File: config.mk
export PLATFORM = sky130hd
export DESIGN_NAME = adc_lane_serializer
export DESIGN_NICKNAME = d
export VERILOG_FILES = /design/src/rtl/adc_ser_pkg.sv /design/src/rtl/adc_ser_frame_ctrl.sv /design/src/rtl/adc_ser_word_bank.sv /design/src/rtl/adc_ser_lane_cell.sv /design/src/rtl/adc_lane_serializer.sv
export SDC_FILE = /design/constraint.sdc
export NUM_CORES = 1
export LEC_CHECK = 0
export BUFFER_PORTS_ARGS = -buffer_cell sky130_fd_sc_hd__clkbuf_2
export CAP_MARGIN = 20
export CORE_ASPECT_RATIO = 1.1
export CORE_UTILIZATION = 30
export CTS_CLUSTER_DIAMETER = 100
export DETAILED_ROUTE_END_ITERATION = 8
export PLACE_DENSITY_LB_ADDON = 0.3
export SYNTH_ARGS = -nofsm -noshare
export SYNTH_HDL_FRONTEND = slang
export SYNTH_SLANG_ARGS = --single-unit
File: constraint.sdc
create_clock -name clk -period 5.7 [get_ports clk]
set_input_delay 1.14 -clock clk [delete_from_list [all_inputs] [get_ports clk]]
set_output_delay 1.14 -clock clk [all_outputs]
set_load 0.01 [all_outputs]
File: src/rtl/adc_ser_pkg.sv
package adc_ser_pkg;
  localparam int MIN_W  = 10;
  localparam int W_STEP = 2;
  localparam int MAX_W  = MIN_W + 3 * W_STEP;
  localparam int CNT_W  = $clog2(2 * MAX_W);
  localparam int IDX_W  = $clog2(MAX_W);

  typedef struct packed {
    logic [1:0] wsel;
    logic       msb;
    logic       dual;
  } ser_cfg_t;

  function automatic logic [CNT_W-1:0] word_bits(input logic [1:0] sel);
    return CNT_W'(MIN_W + W_STEP * int'(sel));
  endfunction
endpackage

File: src/rtl/adc_ser_frame_ctrl.sv
module adc_ser_frame_ctrl
  import adc_ser_pkg::*;
(
  input  logic             clk,
  input  logic             rst,
  input  ser_cfg_t         cfg_in,
  output ser_cfg_t         cfg_q,
  output logic [CNT_W-1:0] cnt_q,
  output logic             boot_q,
  output logic             start,
  output logic             bclk_q,
  output logic             fclk_q
);
  logic [CNT_W-1:0] wlen, last, half;

  always_comb begin
    wlen  = word_bits(cfg_q.wsel);
    last  = cfg_q.dual ? (wlen << 1) - 1'b1 : wlen - 1'b1;
    half  = cfg_q.dual ? wlen : (wlen >> 1);
    start = boot_q || (cnt_q == last);
  end

  always_ff @(posedge clk) begin
    if (rst) begin
      boot_q <= 1'b1;
      cnt_q  <= '0;
      cfg_q  <= '0;
      bclk_q <= 1'b0;
      fclk_q <= 1'b0;
    end else begin
      if (!boot_q) begin
        bclk_q <= ~cnt_q[0];
        fclk_q <= (cnt_q < half);
      end
      if (start) begin
        cnt_q  <= '0;
        cfg_q  <= cfg_in;
        boot_q <= 1'b0;
      end else begin
        cnt_q <= cnt_q + 1'b1;
      end
    end
  end
endmodule

File: src/rtl/adc_ser_word_bank.sv
module adc_ser_word_bank #(
  parameter int NUM_CH = 16,
  parameter int WORD_W = 16
) (
  input  logic                     clk,
  input  logic                     rst,
  input  logic                     load,
  input  logic [NUM_CH*WORD_W-1:0] words_in,
  output logic [NUM_CH*WORD_W-1:0] words_q
);
  always_ff @(posedge clk) begin
    if (rst)       words_q <= '0;
    else if (load) words_q <= words_in;
  end
endmodule

File: src/rtl/adc_ser_lane_cell.sv
module adc_ser_lane_cell
  import adc_ser_pkg::*;
#(
  parameter bit PAIR_ACTIVE = 1'b1
) (
  input  logic             clk,
  input  logic             rst,
  input  logic             hold,
  input  ser_cfg_t         cfg,
  input  logic [CNT_W-1:0] cnt,
  input  logic [MAX_W-1:0] word_own,
  input  logic [MAX_W-1:0] word_lo,
  input  logic [MAX_W-1:0] word_hi,
  output logic             bit_q,
  output logic             pd_q
);
  logic [CNT_W-1:0] wlen, pos, idx;
  logic [MAX_W-1:0] src;
  logic             second, idle, nxt_bit;

  always_comb begin
    wlen    = word_bits(cfg.wsel);
    second  = cfg.dual && (cnt >= wlen);
    pos     = second ? cnt - wlen : cnt;
    idx     = cfg.msb ? wlen - 1'b1 - pos : pos;
    src     = !cfg.dual ? word_own : (second ? word_hi : word_lo);
    idle    = cfg.dual && !PAIR_ACTIVE;
    nxt_bit = idle ? 1'b0 : src[idx[IDX_W-1:0]];
  end

  always_ff @(posedge clk) begin
    if (rst) begin
      bit_q <= 1'b0;
      pd_q  <= 1'b0;
    end else if (!hold) begin
      bit_q <= nxt_bit;
      pd_q  <= idle;
    end
  end
endmodule

File: src/rtl/adc_lane_serializer.sv
module adc_lane_serializer
  import adc_ser_pkg::*;
#(
  parameter int NUM_CH = 16
) (
  input  logic                    clk,
  input  logic                    rst,
  input  logic [NUM_CH*MAX_W-1:0] words_in,
  input  logic [1:0]              word_sel,
  input  logic                    msb_first,
  input  logic                    dual_rate,
  output logic [NUM_CH-1:0]       lane_out,
  output logic [NUM_CH-1:0]       lane_pd,
  output logic                    bclk_out,
  output logic                    fclk_out
);
  localparam int GRP = NUM_CH / 2;

  ser_cfg_t                cfg_in, cfg_q;
  logic [CNT_W-1:0]        cnt_q;
  logic                    boot_q, start;
  logic [NUM_CH*MAX_W-1:0] words_q;

  assign cfg_in = '{wsel: word_sel, msb: msb_first, dual: dual_rate};

  adc_ser_frame_ctrl u_ctrl (
    .clk(clk), .rst(rst), .cfg_in(cfg_in), .cfg_q(cfg_q), .cnt_q(cnt_q),
    .boot_q(boot_q), .start(start), .bclk_q(bclk_out), .fclk_q(fclk_out)
  );

  adc_ser_word_bank #(.NUM_CH(NUM_CH), .WORD_W(MAX_W)) u_bank (
    .clk(clk), .rst(rst), .load(start), .words_in(words_in), .words_q(words_q)
  );

  for (genvar ln = 0; ln < NUM_CH; ln++) begin : g_lane
    localparam bit ACT = (ln % GRP) < (GRP / 2);
    localparam int LO  = ACT ? (ln / GRP) * GRP + 2 * (ln % GRP) : ln;
    localparam int HI  = ACT ? LO + 1 : ln;
    adc_ser_lane_cell #(.PAIR_ACTIVE(ACT)) u_cell (
      .clk(clk), .rst(rst), .hold(boot_q), .cfg(cfg_q), .cnt(cnt_q),
      .word_own(words_q[ln*MAX_W +: MAX_W]),
      .word_lo(words_q[LO*MAX_W +: MAX_W]),
      .word_hi(words_q[HI*MAX_W +: MAX_W]),
      .bit_q(lane_out[ln]), .pd_q(lane_pd[ln])
    );
  end
endmodule

==> results of run 1 <==
path summary, 6_finish.rpt:
check	depth (start not counted)	end	start	slack, ns
min reg2reg	2	u_bank.words_q[122]	u_bank.words_q[122]	0.45
min	2	u_bank.words_q[122]	u_bank.words_q[122]	0.45
max reg2reg	17	g_lane[1].u_cell.bit_q	u_ctrl.cfg_q[2]	0.41
max	17	g_lane[1].u_cell.bit_q	u_ctrl.cfg_q[2]	0.41
critical path: stages, from the launching register on:
cell and delay [ns]:
dfxtp_1 0.54, ha_1 0.45, inv_1 0.08, ha_1 0.36, nand2_1 0.11, a211oi_2 0.30, nor2_2 0.08, o21ai_2 0.30
ha_1 0.40, o21a_1 0.20, o21ai_0 0.19, xor2_1 0.42, xor2_2 0.14, nor3_1 0.89, o311a_1 0.30, a32oi_1 0.10
nor3b_1 0.25, a221o_1 0.13
final cells by class:
cell class / count / area (um^2) / area share, %
Antenna cell: 3 / 7.51 / 0.0436
Clock buffer: 47 / 1000 / 5.82
Clock inverter: 14 / 105 / 0.610
Inverter: 7 / 26.3 / 0.153
Multi-Input combinational cell: 1445 / 7850 / 45.6
Sequential cell: 285 / 5710 / 33.1
Tap cell: 637 / 797 / 4.63
Timing Repair Buffer: 317 / 1720 / 10.0
cells in the final DEF (no fill, tap or decap), types with 6 or more instances in the layout:
| master | synthesis | layout |
|---|---|---|
| xnor2_1 | 7 | 6 |
| a21oi_1 | 280 | 280 |
| mux2i_1 | 79 | 79 |
| conb_1 | 1 | 8 |
| dfxtp_1 | 285 | 284 |
| o21ai_0 | 24 | 24 |
| ha_1 | 13 | 13 |
| nor2_1 | 31 | 29 |
| nor3_1 | 12 | 12 |
| o211ai_1 | 6 | 6 |
| clkbuf_16 | 0 | 36 |
| clkbuf_8 | 0 | 7 |
| mux4_2 | 31 | 31 |
| a31oi_1 | 21 | 21 |
| inv_1 | 7 | 7 |
| a32o_1 | 9 | 9 |
| and3_1 | 9 | 8 |
| o22ai_1 | 6 | 6 |
| a311oi_1 | 12 | 12 |
| buf_4 | 39 | 24 |
| clkinv_2 | 0 | 6 |
| nand3_1 | 68 | 68 |
| a221o_1 | 6 | 6 |
| nand2_1 | 747 | 746 |
| xor2_1 | 8 | 7 |
| clkbuf_2 | 0 | 286 |
routing by layer:
layer	part of all wire, %	GRT usage (%)
met2	47	33.5
met4	2.5	6.70
met3	5.6	3.71
met5	0	0
met1	44	26.2
flip-flops by register name, summed over array words and instances (netlist names):
register	cells
u_ctrl.fclk_q	1
g_lane.u_cell.bit_q	16
u_ctrl.cfg_q	4
u_ctrl.cnt_q	5
u_ctrl.boot_q	1
u_bank.words_q	256
g_lane.u_cell.pd_q	1
u_ctrl.bclk_q	1
stage by stage:
stage                     setup slack [ns]  hold WS [ns]  power [uW]  cells
after global routing                0.0317         0.465        5370   2755
after floorplan                      0.970         0.428        2740   1930
after global placement               0.470         0.437        3020   2689
after CTS                            0.417         0.450        5200   2751
after detailed placement             0.451         0.443        3030   2690
final                                0.412         0.448        5140   2755
power by group:
group / leakage, uW / total, uW / internal [uW] / switching (uW)
clock network: 0.000545 / 2150 / 1240 / 907
logic: 0.00418 / 780 / 316 / 464
registers: 0.00235 / 2210 / 2110 / 95.0
total: 0.00707 / 5140 / 3670 / 1470
logic make-up after synthesis:
family	after synthesis	share of synthesized area, %
and+or+nand+nor	891	24.6
AOI/OAI and AO/OA	403	16.3
DFF	285	39.6
buffers and inverters	200	6.57
muxes	113	10.6
xor gates and xnor gates	16	1.03
adders and majority gates	14	1.27
other	1	0.0261
==> results_dict.tcl, run 1 <==
set metrics [dict create \
    status "completed" \
    cap_violations 0 \
    port_buffers 287 \
    p_leak_uw 0.00707 \
    core_um2 47000 \
    grt_max_degree 222 \
    grt_pass1_vias 13200 \
    grt_usage_pct 20.2 \
    cts_made_buffers 35 \
    synthTopCellsByCount "nand2_1, dfxtp_1, a21oi_1, clkbuf_1, mux2i_1" \
    grt_pass1_wl_um 75800 \
    start_kind "register" \
    yosys_warnings 0 \
    arrival_ns 5.80 \
    synth_edf_count 0 \
    h-tree-depth 2 \
    cts.sinks 285 \
    grt_overflow 0 \
    required_ns 6.21 \
    post_cts_resized 0 \
    grt_antenna_before_repair 3 \
    synth_seq_cells 285 \
    initialDrtViolationCount 957 \
    tightest_slew_ns 1.24 \
    drt_first_pass_iters 6 \
    clk_pin_slew_ns 0.07 \
    drt-vias-per-instance 4.99 \
    postRouteWirelength_um 49900 \
    clock_skew_ns 0.0260 \
    drv_slew 0 \
    final_area_um2 17200 \
    start_util_pct 30.6 \
    wl_per_cell_um 18.1 \
    fin_util_pct 36.6 \
    final_antenna_net_count 0 \
    ys_seq_area_share_pct 39.6 \
    area_growth_pct 19.6 \
    async_reset_ff_share_pct 0 \
    ys_types 60 \
    fin_nets 2367 \
    power_density_nw_per_um2 298 \
    layout-drive-gt1-share_pct 20.2 \
    clk_latency_ns 0.57 \
    min_period_over_period_pct 92.8 \
    cts_tree "built" \
    post_cts_buffers 0 \
    relSlewSlack_pct 17.3 \
    drc 0 \
    syn_area_per_cell_um2 7.48 \
    cts-root-buf "clkbuf_16" \
    syn-cell-area_um2 14400 \
    die_x_um 211 \
    setup_tns_ns 0 \
    rsz0062_at_grt "no" \
    gp_congestion 0.898 \
    postCtsHoldBufs 0 \
    hold_viol 0 \
    synth_top_area_share_pct 39.6 \
    period_minus_slack_ns 5.29 \
    max_freq_mhz 189 \
    synthTopCellsByArea "dfxtp_1, nand2_1, a21oi_1, mux2i_1, mux4_2" \
    row_count 83 \
    n_fill_cell 4867 \
    path_class "register to register" \
    io_pins 296 \
    syn_inst 1923 \
    setup_violations 0 \
    num_vias 13700 \
    die_y_um 232 \
    ir_drop_mv 0.192 \
    cts.path.max_buffers 3 \
    yosysTopAreaCell "dfxtp_1" \
    critPathMaxFanout 9 \
    hpwl_um 35600 \
    hp-class "register to register" \
    synthMostInstantiatedCell "nand2_1" \
    end_kind "register" \
    place_area_um2 16100 \
    synth_top_flop_cell "dfxtp_1" \
    dieArea_um2 48900 \
]
(Power assumes the default switching activity.)
==> run 2: changes to the inputs <==
Settings changed: ABC_AREA set to 1, CORE_ASPECT_RATIO 1.1 to 0.75.
==> run 2 against run 1 <==
Effect of this change:
- setup slack improved by 0.45 ns
- utilization decreased by 1.0 points
- sequential power increased by 2%
- critical endpoint is now g_lane[9].u_cell.bit_q
- highest routed layer unchanged
==> results_dict.tcl, run 2 <==
set metrics [dict create \
    critPathBufInv 4 \
    port_buffers 287 \
    status "completed" \
    synthTopCellsByArea "dfxtp_1, nand3_1, o21ai_0, nand2_1, nor2_1" \
    drc 0 \
    synth-simple-area-share_pct 31.1 \
    post_cts_buffers 0 \
    synth_edf_count 0 \
    cts-root-buf "clkbuf_16" \
    path_delay_family "simple AND/OR/NAND/NOR gates" \
    dieArea_um2 52900 \
    reg_top3 "u_bank.words_q: 256 flops, g_lane.u_cell.bit_q: 16 flops, u_ctrl.cnt_q: 5 flops" \
    final_common_cell "nand2_1" \
    reg2reg_slack_ns 0.86 \
    synth_top_area_share_pct 36.6 \
    tightest_slew_ns 0.950 \
    min_period_over_period_pct 84.9 \
    period_minus_slack_ns 4.84 \
    critPathMaxFanout 67 \
    cap_violations 0 \
    synth_xor_area_share_pct 0.506 \
    clk_latency_ns 0.59 \
    worstPathCellList "ha_1 > inv_2 > ha_1 > nand2_1 > o21bai_1 > inv_2 > nand2_4 > buf_4 > nand3b_1 > and2_1 > ha_1 > xor2_1 > nand2_1 > nand2_2 > clkinv_2 > nand3_1 > nand3_1 > nand2_1 > nor2_1 > nor2_1" \
    syn-cell-area_um2 15600 \
    ys_seq_area_share_pct 36.6 \
    fin_nets 2833 \
    gp_congestion 0.872 \
    grt_pass1_wl_um 93500 \
    grt_max_degree 130 \
    grt_overflow 0 \
    synth_compound_area_share_pct 19.0 \
    postRouteWirelength_um 61900 \
    setup_violations 0 \
    syn_area_per_cell_um2 6.41 \
    initialDrtViolationCount 1748 \
    clock_skew_ns 0.0214 \
    start_util_pct 30.7 \
    ys_types 33 \
    end_kind "register" \
    die_x_um 265 \
    relSlewSlack_pct 36.4 \
    yosys_warnings 0 \
    hold_viol 0 \
    path_class "register to register" \
    syn_inst 2433 \
    cts.sinks 285 \
    ir_drop_mv 0.181 \
    setup_tns_ns 0 \
    h-tree-depth 1 \
    final_antenna_net_count 0 \
    cts.path.max_buffers 3 \
    power_density_nw_per_um2 296 \
    largest_register "u_bank.words_q" \
    num_vias 16800 \
    row_count 71 \
    cts_made_buffers 31 \
    largest_reg_flops 256 \
    synthAdderAreaFrac_pct 1.17 \
    drt_first_pass_iters 6 \
    area_growth_pct 15.8 \
    async_reset_ff_share_pct 0 \
    synth_seq_cells 285 \
    rsz0062_at_grt "no" \
    hpwl_um 44100 \
    die_y_um 199 \
    synthMostInstantiatedCell "nand2_1" \
    yosysTopAreaCell "dfxtp_1" \
    postCtsHoldBufs 0 \
    grt_antenna_before_repair 0 \
    num_antenna_cells 0 \
    max_freq_mhz 207 \
    start_kind "register" \
    core_um2 50700 \
    grt_pass1_vias 15700 \
    io_pins 296 \
    synthTopCellsByCount "nand2_1, nand3_1, o21ai_0, nor2_1, dfxtp_1" \
    synth_top_family_by_area "simple AND/OR/NAND/NOR gates" \
    wl_per_cell_um 18.9 \
    hp-class "register to register" \
    clk_pin_slew_ns 0.07 \
    synth.area.mux_share_pct 0.193 \
    arrival_ns 5.36 \
    synth_top_flop_cell "dfxtp_1" \
    slowest_delay_ns 0.61 \
    slowest_stage "clkinv_2" \
    required_ns 6.22 \
    drt-vias-per-instance 5.14 \
    cts_tree "built" \
    grt_usage_pct 22.8 \
    layout-drive-gt1-share_pct 15.3 \
    post_cts_resized 0 \
    drv_slew 0 \
    layout_common_cells "nand2_1, nand3_1, o21ai_0" \
    fin_util_pct 35.6 \
    p_leak_uw 0.00801 \
]
run 2: worst reg2reg max path: stages, from the launching register on:
cell      delay (ns)
dfxtp_1         0.46
ha_1            0.31
inv_2           0.08
ha_1            0.34
nand2_1         0.08
o21bai_1        0.15
inv_2           0.07
nand2_4         0.08
buf_4           0.58
nand3b_1        0.18
and2_1          0.21
ha_1            0.32
xor2_1          0.15
nand2_1         0.08
nand2_2         0.47
clkinv_2        0.63
nand3_1         0.26
nand3_1         0.09
nand2_1         0.09
nor2_1          0.06
nor2_1          0.07
run 2: per-layer routing:
metal  GRT usage, %  vias up  share of wire [%]
li1               -     8221                  -
met1           32.4     7805                 46
met2           36.3      692                 45
met3           3.15       92                7.2
met4           5.33        0                2.2
met5              0        -                  0
run 2: final cells by class:
class | instances | area (um^2)
clock inverter | 11 | 121
inverter | 167 | 642
tap | 693 | 867
sequential | 285 | 5710
multi-input combinational | 1757 | 8150
timing repair buffer | 315 | 1680
fill | 5512 | 32700
clock buffer | 42 | 877
run 2: kinds of logic (layout without fill, tap and decap cells):
family,Yosys count,count (layout)
adders and majority gates,14,14
buffers and inverters,398,535
muxes,3,3
and+or+nand+nor,1136,1136
DFF,285,285
AOI/OAI and AO/OA,587,587
xor gates and xnor gates,9,9
other,1,8
run 2: where the power goes:
part / leakage (uW) / switching [uW] / total [uW] / internal, uW
Clock: 0.000488 / 879 / 2040 / 1160
Sequential: 0.00237 / 116 / 2260 / 2140
Combinational: 0.00515 / 691 / 1040 / 353
run 2: final timing paths:
check | from | to | cells past startpoint
worst max-delay path | u_ctrl.cfg_q[2] | g_lane[9].u_cell.bit_q | 20
worst min-delay path | u_bank.words_q[235] | u_bank.words_q[235] | 2
worst max register to register | u_ctrl.cfg_q[2] | g_lane[9].u_cell.bit_q | 20
worst min register to register | u_bank.words_q[235] | u_bank.words_q[235] | 2
run 2: per-stage QoR:
step | setup slack, ns | std cells | total power, uW | hold WS [ns] | area, um^2
finish | 0.859 | 3270 | 5340 | 0.458 | 18000
global route | 0.561 | 3270 | 5580 | 0.477 | 18000
CTS | 0.841 | 3269 | 5360 | 0.458 | 18000
detailed placement | 0.865 | 3216 | 3320 | 0.448 | 17000
global placement | 0.979 | 3216 | 3320 | 0.445 | 17000
floorplan | 2.44 | 2440 | 2950 | 0.430 | 15600
==> run 3: changes to the inputs <==
Clock period 5.7 ns to 4.4 ns, I/O delays scaled along.
==> run 3 against run 2 <==
Effect of this change:
- setup slack got worse by 0.45 ns
- routed wire length decreased by 0.18%
- global-route usage down 0.14 points
- clock skew shrank 0.0094 ns
- cell count grew 0.31%
- sequential power grew 29%
- flip-flop and latch count is the same
- power is 35% higher
- maximum frequency up 21%
- clock power up 43%
- count of clock-buffer cells in the layout rose by 1
- non-clock buffer count rose by 8
- largest cell class unchanged
==> results_dict.tcl, run 3 (synthesis results as in run 2) <==
set metrics [dict create \
    clock_skew_ns 0.0120 \
    slowest_stage "dfxtp_1" \
    dieArea_um2 52900 \
    h-tree-depth 1 \
    drt_first_pass_iters 6 \
    cts.sinks 285 \
    cts_tree "built" \
    drt-vias-per-instance 5.15 \
    period_minus_slack_ns 3.99 \
    setup_violations 0 \
    p_leak_uw 0.00813 \
    layout-drive-gt1-share_pct 15.7 \
    relSlewSlack_pct 37.6 \
    core_um2 50700 \
    cap_violations 0 \
    arrival_ns 4.51 \
    min_from "u_bank.words_q[241]" \
    grt_max_degree 125 \
    drv_slew 0 \
    worstPathCellList "inv_1 > ha_1 > fa_1 > nand2_1 > nand3_4 > nand2_4 > buf_4 > nand3_1 > nand3_2 > nand2_2 > buf_12 > nand2_1 > nand3_1 > nand3_1 > nand3_1 > a21oi_1" \
    clk_latency_ns 0.59 \
    final_area_um2 18300 \
    post_cts_resized 0 \
    r2r_start "u_ctrl.cnt_q[1]" \
    hold_viol 0 \
    die_x_um 265 \
    grt_pass1_vias 15700 \
    gp_congestion 0.914 \
    cts_made_buffers 31 \
    grt_pass1_wl_um 92700 \
    largest_register "u_bank.words_q" \
    grt_usage_pct 22.6 \
    fin_nets 2841 \
    cts-root-buf "clkbuf_16" \
    postCtsHoldBufs 0 \
    grt_antenna_before_repair 0 \
    drc 0 \
    worst_path_most_repeated_cell "nand3_1" \
    final_antenna_net_count 0 \
    tightest_slew_ns 0.932 \
    clk_pin_slew_ns 0.07 \
    reg_top3 "u_bank.words_q: 256 flops, g_lane.u_cell.bit_q: 16 flops, u_ctrl.cnt_q: 5 flops" \
    io_pins 296 \
    path_class "register to register" \
    cts.path.max_buffers 3 \
    end_kind "register" \
    post_cts_buffers 0 \
    die_y_um 199 \
    critPathMaxFanout 54 \
    required_ns 4.91 \
    place_area_um2 17100 \
    critPathLaunch "u_ctrl.cnt_q[1]" \
    min_period_over_period_pct 90.8 \
    setup_tns_ns 0 \
    postRouteWirelength_um 61800 \
    largest_reg_flops 256 \
    final_common_cell "nand2_1" \
    slowest_delay_ns 0.49 \
    rsz0062_at_grt "no" \
    start_kind "register" \
    max_freq_mhz 250 \
    area_growth_pct 17.4 \
    ir_drop_mv 0.229 \
    num_antenna_cells 0 \
    layout_common_cells "nand2_1, nand3_1, o21ai_0" \
    status "completed" \
    port_buffers 287 \
    row_count 71 \
    hp-class "register to register" \
    power_density_nw_per_um2 394 \
    wl_per_cell_um 18.8 \
    start_util_pct 30.7 \
    hpwl_um 44200 \
    num_vias 16900 \
    grt_overflow 0 \
    initialDrtViolationCount 2080 \
]
run 3: cell types whose count changed in the layout (fill, tap and decap cells not counted), sizes merged:
cell and delta:
clkinvlp -1, clkinv -3, bufinv +4, clkbuf +1, inv +1, buf +8
run 3: layer usage:
layer	part of all wire, %	global-route usage [%]	wire [um]	vias to the layer above
met5	0	0	0	-
met4	2.7	6.10	1660	0
met3	6.9	3.13	4270	95
met2	44	35.9	27300	688
met1	46	32.0	28600	7860
li1	-	-	-	8236
run 3: final timing paths:
| check | depth (start not counted) | slack, ns | to |
|---|---|---|---|
| max | 16 | 0.41 | g_lane[14].u_cell.bit_q |
| min | 2 | 0.46 | u_bank.words_q[241] |
| max reg2reg | 16 | 0.41 | g_lane[14].u_cell.bit_q |
| min reg2reg | 2 | 0.46 | u_bank.words_q[241] |
run 3: per-stage QoR:
| stage | cells | util (%) | total power, uW | setup slack, ns | hold WS [ns] |
|---|---|---|---|---|---|
| after global placement | 3223 | 33.8 | 4310 | 0.586 | 0.444 |
| after CTS | 3278 | 36.0 | 7230 | 0.433 | 0.458 |
| after detailed placement | 3223 | 33.8 | 4320 | 0.474 | 0.447 |
| after global routing | 3280 | 36.1 | 7530 | 0.0744 | 0.471 |
| after floorplan | 2440 | - | 3830 | 1.14 | 0.430 |
| final | 3280 | 36.1 | 7210 | 0.405 | 0.456 |
run 3: worst max-delay path: cells and delay by family, from the launching register on:
family	cells	cell delay [ns]
and+or+nand+nor	10	1.67
DFF	1	0.49
buffers and inverters	3	0.93
adders and majority gates	2	0.66
AOI/OAI and AO/OA	1	0.16
run 3: layout make-up:
type | count | area, um^2
inverter | 167 | 642
fill | 5543 | 32400
tap | 693 | 867
clock buffer | 43 | 901
timing repair buffer | 323 | 1800
sequential | 285 | 5710
multi-input combinational | 1757 | 8150
clock inverter | 12 | 220
run 3: power breakdown:
| part | switching, uW | total [uW] | internal, uW |
|---|---|---|---|
| clock network | 1150 | 2920 | 1770 |
| registers | 141 | 2910 | 2770 |
| logic | 908 | 1380 | 470 |
